### config.mk
export PLATFORM = sky130hd
export DESIGN_NAME = bank_addr_xlate
export DESIGN_NICKNAME = d
export VERILOG_FILES = /design/src/rtl/xlate_pkg.sv /design/src/rtl/xlate_ctrl.sv /design/src/rtl/xlate_dp.sv /design/src/rtl/bank_addr_xlate.sv
export SDC_FILE = /design/constraint.sdc
export NUM_CORES = 1
export LEC_CHECK = 0
export ABC_CLOCK_PERIOD_IN_PS = 2680
export BUFFER_PORTS_ARGS = -buffer_cell sky130_fd_sc_hd__buf_2
export CORE_UTILIZATION = 46
export DETAILED_ROUTE_END_ITERATION = 16
export HOLD_SLACK_MARGIN = 0.03
export PLACE_DENSITY = 0.75
export SYNTH_ARGS = -nofsm -noshare
export SYNTH_HDL_FRONTEND = slang
export SYNTH_HIERARCHICAL = 1
export SYNTH_SLANG_ARGS = --single-unit
### constraint.sdc
create_clock -name clk -period 2.68 [get_ports clk]
set_clock_uncertainty 0.1 [all_clocks]
set_input_delay 0.268 -clock clk [delete_from_list [all_inputs] [get_ports clk]]
set_output_delay 0.268 -clock clk [all_outputs]
set_load 0.005 [all_outputs]
### src/rtl/xlate_pkg.sv
package xlate_pkg;
  typedef enum logic [1:0] {
    MAP_BANK     = 2'b00,
    MAP_DIRECT   = 2'b01,
    MAP_WINDOW   = 2'b10,
    MAP_INDIRECT = 2'b11
  } mapKind_e;

  // steering strobes from control to datapath; none set means low direct
  typedef struct packed {
    logic selIndirect;
    logic selBank;
    logic selWindow;
    logic selSfr;
  } steer_t;
endpackage

### src/rtl/xlate_ctrl.sv
module xlate_ctrl
  import xlate_pkg::*;
#(
  parameter int FILE_W   = 8,
  parameter int WIN_SPAN = 96
) (
  input  logic              clk,
  input  logic              rstN,
  input  logic [FILE_W-1:0] fileAddr,
  input  logic              accessSel,
  input  logic              extMode,
  input  logic              indirect,
  output steer_t            steer,
  output mapKind_e          kind
);
  localparam logic [FILE_W-1:0] WIN_TOP = FILE_W'(WIN_SPAN);

  logic lowHalf;
  assign lowHalf = (fileAddr < WIN_TOP);

  always_comb begin
    steer = '0;
    kind  = MAP_DIRECT;
    if (indirect) begin
      steer.selIndirect = 1'b1;
      kind              = MAP_INDIRECT;
    end else if (accessSel) begin
      steer.selBank = 1'b1;
      kind          = MAP_BANK;
    end else if (!lowHalf) begin
      steer.selSfr = 1'b1;
    end else if (extMode) begin
      steer.selWindow = 1'b1;
      kind            = MAP_WINDOW;
    end
  end

  // at most one path steered at a time
  a_r7_steer_onehot: assert property (@(posedge clk) disable iff (!rstN)
    $onehot0(steer));
  // indirect request overrides everything
  a_r7_indirect_wins: assert property (@(posedge clk) disable iff (!rstN)
    indirect |-> (kind == MAP_INDIRECT && !steer.selWindow));
  // upper access half never enters the window
  a_r3_upper_not_window: assert property (@(posedge clk) disable iff (!rstN)
    (!indirect && !accessSel && !lowHalf) |-> !steer.selWindow);
endmodule

### src/rtl/xlate_dp.sv
module xlate_dp
  import xlate_pkg::*;
#(
  parameter int BANK_W   = 4,
  parameter int FILE_W   = 8,
  parameter int WIN_SPAN = 96,
  parameter bit REG_OUT  = 1'b0
) (
  input  logic                     clk,
  input  logic                     rstN,
  input  logic                     bsrWrEn,
  input  logic [BANK_W-1:0]        bsrWrData,
  input  logic                     ptrHiWrEn,
  input  logic                     ptrLoWrEn,
  input  logic [FILE_W-1:0]        ptrWrData,
  input  logic [FILE_W-1:0]        fileAddr,
  input  steer_t                   steer,
  input  mapKind_e                 kindIn,
  output logic [BANK_W+FILE_W-1:0] effAddr,
  output logic [1:0]               mapKind,
  output logic                     winOvf
);
  localparam int ADDR_W = BANK_W + FILE_W;
  localparam logic [ADDR_W-1:0] WIN_LAST = ADDR_W'(WIN_SPAN - 1);

  logic [BANK_W-1:0] bsrQ;
  logic [ADDR_W-1:0] ptrQ;
  logic [ADDR_W:0]   winSum;
  logic [ADDR_W-1:0] addrC;
  logic              ovfC;

  always_ff @(posedge clk) begin
    if (!rstN) begin
      bsrQ <= '0;
      ptrQ <= '0;
    end else begin
      if (bsrWrEn)   bsrQ <= bsrWrData;
      if (ptrLoWrEn) ptrQ[FILE_W-1:0] <= ptrWrData;
      if (ptrHiWrEn) ptrQ[ADDR_W-1:FILE_W] <= ptrWrData[BANK_W-1:0];
    end
  end

  assign winSum = {1'b0, ptrQ} + {{(BANK_W+1){1'b0}}, fileAddr};

  always_comb begin
    if (steer.selIndirect)    addrC = ptrQ;
    else if (steer.selBank)   addrC = {bsrQ, fileAddr};
    else if (steer.selWindow) addrC = winSum[ADDR_W-1:0];
    else if (steer.selSfr)    addrC = {{BANK_W{1'b1}}, fileAddr};
    else                      addrC = {{BANK_W{1'b0}}, fileAddr};
  end

  assign ovfC = steer.selWindow & winSum[ADDR_W];

  generate
    if (REG_OUT) begin : g_pipe
      always_ff @(posedge clk) begin
        if (!rstN) begin
          effAddr <= '0;
          mapKind <= '0;
          winOvf  <= 1'b0;
        end else begin
          effAddr <= addrC;
          mapKind <= kindIn;
          winOvf  <= ovfC;
        end
      end
    end else begin : g_comb
      assign effAddr = addrC;
      assign mapKind = kindIn;
      assign winOvf  = ovfC;
    end
  endgenerate

  // window address stays within span above the pointer
  a_r5_window_span: assert property (@(posedge clk) disable iff (!rstN)
    steer.selWindow |-> ((addrC - ptrQ) <= WIN_LAST));
  // no wrap means address at or above pointer; wrap means below it
  a_r6_no_wrap_above: assert property (@(posedge clk) disable iff (!rstN)
    (steer.selWindow && !ovfC) |-> (addrC >= ptrQ));
  a_r6_wrap_below: assert property (@(posedge clk) disable iff (!rstN)
    (steer.selWindow && ovfC) |-> (addrC < ptrQ));
  // pointer only changes on a half write
  a_r8_ptr_hold: assert property (@(posedge clk) disable iff (!rstN)
    (!ptrHiWrEn && !ptrLoWrEn) |=> $stable(ptrQ));
  // bank write lands next cycle
  a_r9_bank_load: assert property (@(posedge clk) disable iff (!rstN)
    bsrWrEn |=> (bsrQ == $past(bsrWrData)));
endmodule

### src/rtl/bank_addr_xlate.sv
module bank_addr_xlate
  import xlate_pkg::*;
#(
  parameter int BANK_W   = 4,
  parameter int FILE_W   = 8,
  parameter int WIN_SPAN = 96,
  parameter bit REG_OUT  = 1'b0
) (
  input  logic                     clk,
  input  logic                     rstN,
  input  logic                     bsrWrEn,
  input  logic [BANK_W-1:0]        bsrWrData,
  input  logic                     ptrHiWrEn,
  input  logic                     ptrLoWrEn,
  input  logic [FILE_W-1:0]        ptrWrData,
  input  logic [FILE_W-1:0]        fileAddr,
  input  logic                     accessSel,
  input  logic                     extMode,
  input  logic                     indirect,
  output logic [BANK_W+FILE_W-1:0] effAddr,
  output logic [1:0]               mapKind,
  output logic                     winOvf
);
  steer_t   steer;
  mapKind_e kind;

  xlate_ctrl #(.FILE_W(FILE_W), .WIN_SPAN(WIN_SPAN)) i_ctrl (
    .clk(clk), .rstN(rstN), .fileAddr(fileAddr), .accessSel(accessSel),
    .extMode(extMode), .indirect(indirect), .steer(steer), .kind(kind)
  );

  xlate_dp #(.BANK_W(BANK_W), .FILE_W(FILE_W), .WIN_SPAN(WIN_SPAN),
             .REG_OUT(REG_OUT)) i_dp (
    .clk(clk), .rstN(rstN), .bsrWrEn(bsrWrEn), .bsrWrData(bsrWrData),
    .ptrHiWrEn(ptrHiWrEn), .ptrLoWrEn(ptrLoWrEn), .ptrWrData(ptrWrData),
    .fileAddr(fileAddr), .steer(steer), .kindIn(kind),
    .effAddr(effAddr), .mapKind(mapKind), .winOvf(winOvf)
  );
endmodule

### Word level (Yosys, flattened, before mapping)

Cells that the tools add are included.

| operators by class | value |
|---|---|
| add/sub/neg operators | 1 |
| $mul | 0 |
| div/mod/pow operators | 0 |
| magnitude comparators | 1 |
| equality and inequality tests | 0 |
| shift operators | 0 |
| multiplexer cells | 15 |
| bitwise operators | 1 |
| reduce and logical (&&, ||, !) cells | 0 |

Operators with widths:

| kind | number |
|---|---|
| $mux 12 | 4 |
| $add 12x8->13 | 1 |
| $mux 2 | 5 |
| $lt 8x7->1 const B | 1 |
| $mux 1 | 5 |
| $mux 3 | 1 |
| $and 1x1->1 | 1 |

| word-level totals | value |
|---|---|
| register bits | 16 |
| latch bits | 0 |
| RAM bits | 0 |
| ROM bits | 0 |
| input bits | 28 |
| output and inout port bits | 15 |
| word-level logic and storage cells | 21 |
| memories | 0 |

### Logic depth before layout (Yosys ltp)

| logic depth | value |
|---|---|
| depth in word-level cells | 8 |
| depth in mapped cells | 8 |
| depth with buffers taken out | 8 |

### Cells and area by module

The synthesis kept the hierarchy.

Modules (own cells, without submodules):

| module | times used | cells each | area each (um^2) | sequential area each (um^2) |
|---|---|---|---|---|
| xlate_dp | 1 | 187 | 1,435.1 | 320.3 |
| xlate_ctrl | 1 | 9 | 55.1 | 0.0 |

### Worst setup path before layout

OpenSTA, ideal clock, no wires.

| path | value |
|---|---|
| kind | register to output |
| from | reg i_dp.ptrQ[1] |
| to | out effAddr[11] |
| arrival time | 1,861 ps |
| data required time | 2,312 ps |
| path slack | 451 ps |
| stages on the path, launching flop included | 7 |
| path buffers | 0 |
| cell sequence | dfxtp_1 ha_1 a21oi_2 nor2_1 or4b_4 a31o_1 a211o_1 |

| on the way | value |
|---|---|
| longest elaborated chain between the ends | 4 |

RTL lines:

| item | line | RTL |
|---|---|---|
| start, declared | xlate_dp.sv:27 | `logic [ADDR_W-1:0] ptrQ;` |
| start signal, assigned by index | xlate_dp.sv:38 | `if (ptrLoWrEn) ptrQ[FILE_W-1:0] <= ptrWrData;` |
| start signal, assigned by index | xlate_dp.sv:39 | `if (ptrHiWrEn) ptrQ[ADDR_W-1:FILE_W] <= ptrWrData[BANK_W-1:0];` |
| $add 12x8->13 | xlate_dp.sv:43 | `assign winSum = {1'b0, ptrQ} + {{(BANK_W+1){1'b0}}, fileAddr};` |
| $mux 12 | xlate_dp.sv:48 | `else if (steer.selWindow) addrC = winSum[ADDR_W-1:0];` |
| $mux 12 | xlate_dp.sv:47 | `else if (steer.selBank) addrC = {bsrQ, fileAddr};` |
| $mux 12 | xlate_dp.sv:46 | `if (steer.selIndirect) addrC = ptrQ;` |
| end, declared | bank_addr_xlate.sv:20 | `output logic [BANK_W+FILE_W-1:0] effAddr,` |

No other way between the ends.

### Worst setup path in the final report

| path | value |
|---|---|
| from | reg i_dp.ptrQ[3] |
| to | out effAddr[11] |

The elaborated chain is that of the path after synthesis.

==> results.py <==
metrics = {
    "run_status": {
        "status": "finished, final reports clean",
    },
    "global_routing": {
        "grt_antenna_before_repair": 0,
        "grt_pass1_vias": 1382,
        "grt_max_degree": 32,
        "grtUsageTotal_pct": 22.8,
        "grt_pass1_wl_mm": 6.13,
        "overflow": 0,
    },
    "detailed_routing": {
        "via_per_inst": 5.53,
        "drc": 0,
        "first_pass_iters": 4,
        "antenna_left": 0,
        "post_drt_wl_per_cell_um": 12.9,
        "drtIter0Drc": 64,
        "routed-via-count": 1547,
        "wirelength_mm": 3.62,
    },
    "cts": {
        "clkTransAtPathRegs_ps": 90,
        "clockBufferDepth": 2,
        "clock_sinks": 16,
        "cts_tree": "built",
        "cts_hold_buf": 0,
        "worstSkewPairLatency_ps": 290,
        "cts_buffers": 3,
        "clockRootBuffer": "clkbuf_4",
        "cts.htree.levels": 1,
    },
    "power_and_ir_drop": {
        "p_per_area_nw_per_um2": 335,
        "p_clk_share_pct": 20.0,
        "swShare_pct": 33.2,
        "comb_power_share_pct": 37.4,
        "leakage_nw": 0.812,
        "seqPwrFrac_pct": 42.6,
        "ir_worst_vdd_mv": 0.223,
        "p_sw_uw": 210,
        "internal_power_uw": 421,
    },
    "sta": {
        "rsz0062_at_grt": "true",
        "relSlewSlack_pct": 74.8,
        "period_minus_slack_ps": 2640,
        "worstMarginPinSlew_ps": 376,
        "drv_slew": 0,
        "fin_crit_sh_pct": 98.4,
        "fmax_ghz": 0.379,
        "tns_ps": 0,
        "hold_viol": 0,
        "finalSetupViolations": 0,
    },
    "synthesis": {
        "ys_async_sr_fraction_pct": 0,
        "synth_area_leader_cell": "dfxtp_1",
        "synthDistinctLibCells": 38,
        "synth.area.top_cells": "dfxtp_1, mux2i_1, nor2b_1",
        "yosys_register_bits": 16,
        "syn_area_um2": 1490,
        "synth_edf_count": 0,
        "syn_nets": 233,
        "yosysWarningCount": 6,
        "seq_area_frac_synth_pct": 21.5,
        "synth.avg_cell_area_um2": 7.60,
        "yosysTopAreaCellShare_pct": 21.5,
        "synthCells": 196,
        "synth_top_flop_cell": "dfxtp_1",
    },
    "setup_path": {
        "cp-end-kind": "output pin",
        "rrSetupSlack_ps": 1820,
        "cp-start-kind": "flop",
        "critical_path_class": "flop to output pin",
        "crit_arrival_ps": 2270,
        "worstPathRequired_ps": 2310,
        "worstRegToRegCells": 2,
        "worst-path-max-fanout": 6,
    },
    "die": {
        "rows": 20,
        "io_pins": 43,
        "die_area_um2": 3470,
        "die_y_um": 58.9,
        "die_w_um": 58.9,
        "coreArea_um2": 3050,
        "initial_utilization_pct": 48.8,
    },
    "placement": {
        "dp_hpwl_mm": 2.72,
        "io_buffers": 42,
        "dp.cells": 276,
        "gp_congestion": 0.867,
    },
    "layout": {
        "regArea_um2": 328,
        "drive_above_1_share_pct": 30.9,
        "nets": 275,
        "fillers": 289,
        "multi_input_area_um2": 1170,
        "n_antenna_cell": 0,
        "area_delta_synth_final_pct": 26.3,
        "fin_cells": 280,
        "post-route-util_pct": 61.6,
    },
    "min_path": {
        "hold_class": "primary input to flop",
        "min_path_cells": 3,
    },
    "flow_run": {
        "drv_cap": 0,
    },
}
## timing repair
action | 4_1_cts | 5_1_grt
endpoints found under the hold margin | 0 | 0
setup endpoints to repair | 6 | 5
gates resized for setup | 13 | 7
pin swaps | 8 | 7
gates cloned | 0 | 0
setup buffers | 1 | 0
## cell usage after synthesis, types with 2 or more instances
| cell type | instances |
|---|---|
| nor2b_1 | 22 |
| ha_1 | 8 |
| nor2_1 | 12 |
| dfxtp_1 | 16 |
| mux2i_1 | 17 |
| or4_1 | 2 |
| nand2_1 | 10 |
| a211o_1 | 3 |
| nand3_1 | 5 |
| a21oi_1 | 22 |
| a211oi_1 | 3 |
| a2bb2oi_1 | 2 |
| nand2b_1 | 3 |
| a21oi_2 | 2 |
| o21ai_0 | 9 |
| o31ai_1 | 4 |
| nor3b_1 | 3 |
| clkbuf_1 | 9 |
| nor3_1 | 10 |
| buf_4 | 3 |
| inv_1 | 11 |
| o21a_1 | 4 |
## layer usage
layer | wire length (um) | track usage [%] | vias to the layer above
li1 | - | - | 791
met1 | 1800 | 33.7 | 712
met2 | 1620 | 33.9 | 35
met3 | 126 | 2.20 | 9
met4 | 74 | 8.50 | 0
met5 | 0 | 0 | -
## critical path, cell delays in order (launching register included)
cell and delay (ps):
dfxtp_4 370, ha_4 240, a21oi_2 110, nor2b_1 70, or4b_4 580, a31o_1 200, a211o_1 290, buf_2 120
## stage by stage
stage | worst slack, ps | power, mW | cell area, um^2 | hold WS, ps
floorplan | 451 | 0.416 | 1490 | 296
global placement | 159 | 0.481 | 1740 | 406
detailed placement | 153 | 0.485 | 1740 | 415
CTS | 18.9 | 0.625 | 1850 | 133
global route | -46.9 | 0.673 | 1880 | 146
finish | 41.9 | 0.631 | 1880 | 137
## power groups by stage
stage | Combinational [mW] | Sequential, mW | Clock (mW)
3_5_place_dp | 0.213 | 0.271 | 0
6_report | 0.236 | 0.269 | 0.126
4_1_cts | 0.227 | 0.268 | 0.129
2_1_floorplan | 0.149 | 0.267 | 0
3_3_place_gp | 0.210 | 0.271 | 0
5_1_grt | 0.265 | 0.271 | 0.137
## placed cells by master, fill, tap and decap left out, types with 2 or more instances in the layout
cell	instances
nor3b_1	3
o31ai_1	4
nand2_1	10
o21ai_0	8
nand2b_1	3
a211oi_1	3
nor2_1	12
buf_4	7
clkbuf_4	3
dfxtp_2	3
dfxtp_1	12
o21a_1	4
inv_1	10
or4_1	2
mux2i_1	17
ha_1	3
nor2b_1	21
buf_2	42
a21oi_2	3
nand3_1	5
nor3_1	10
a21oi_1	21
ha_4	5
a211o_1	3
## kinds of logic after synthesis
kind of cell | share of synthesized area [%]
multiplexers | 11.4
AO/OA/AOI/OAI | 25.4
buffers and inverters | 6.55
flip-flops | 21.5
adder cells (fa/ha/maj) | 8.06
AND/OR/NAND/NOR | 27.0
## flip-flops by register name, summed over array words and instances (netlist names)
signal     count
i_dp/ptrQ     12
i_dp/bsrQ      4
## path summary, 6_finish.rpt
kind	from	endpoint
setup / recovery	i_dp/ptrQ[3]$_SDFFE_PN0P_	effAddr[11]
hold / removal	ptrWrData[7]	i_dp/ptrQ[7]$_SDFFE_PN0P_
setup reg to reg	i_dp/ptrQ[8]$_SDFFE_PN0P_	i_dp/ptrQ[8]$_SDFFE_PN0P_
hold reg to reg	i_dp/bsrQ[2]$_SDFFE_PN0P_	i_dp/bsrQ[2]$_SDFFE_PN0P_
## area by class of cell
type	instances	share of cell area (%)
multi-input cells	157	62.3
repair buffers	49	14.0
clock buffers	3	1.20
flip-flops and latches	16	17.4
well taps	44	2.93
inverters	11	2.19
No activity file was read; power rests on OpenSTA's default activity.
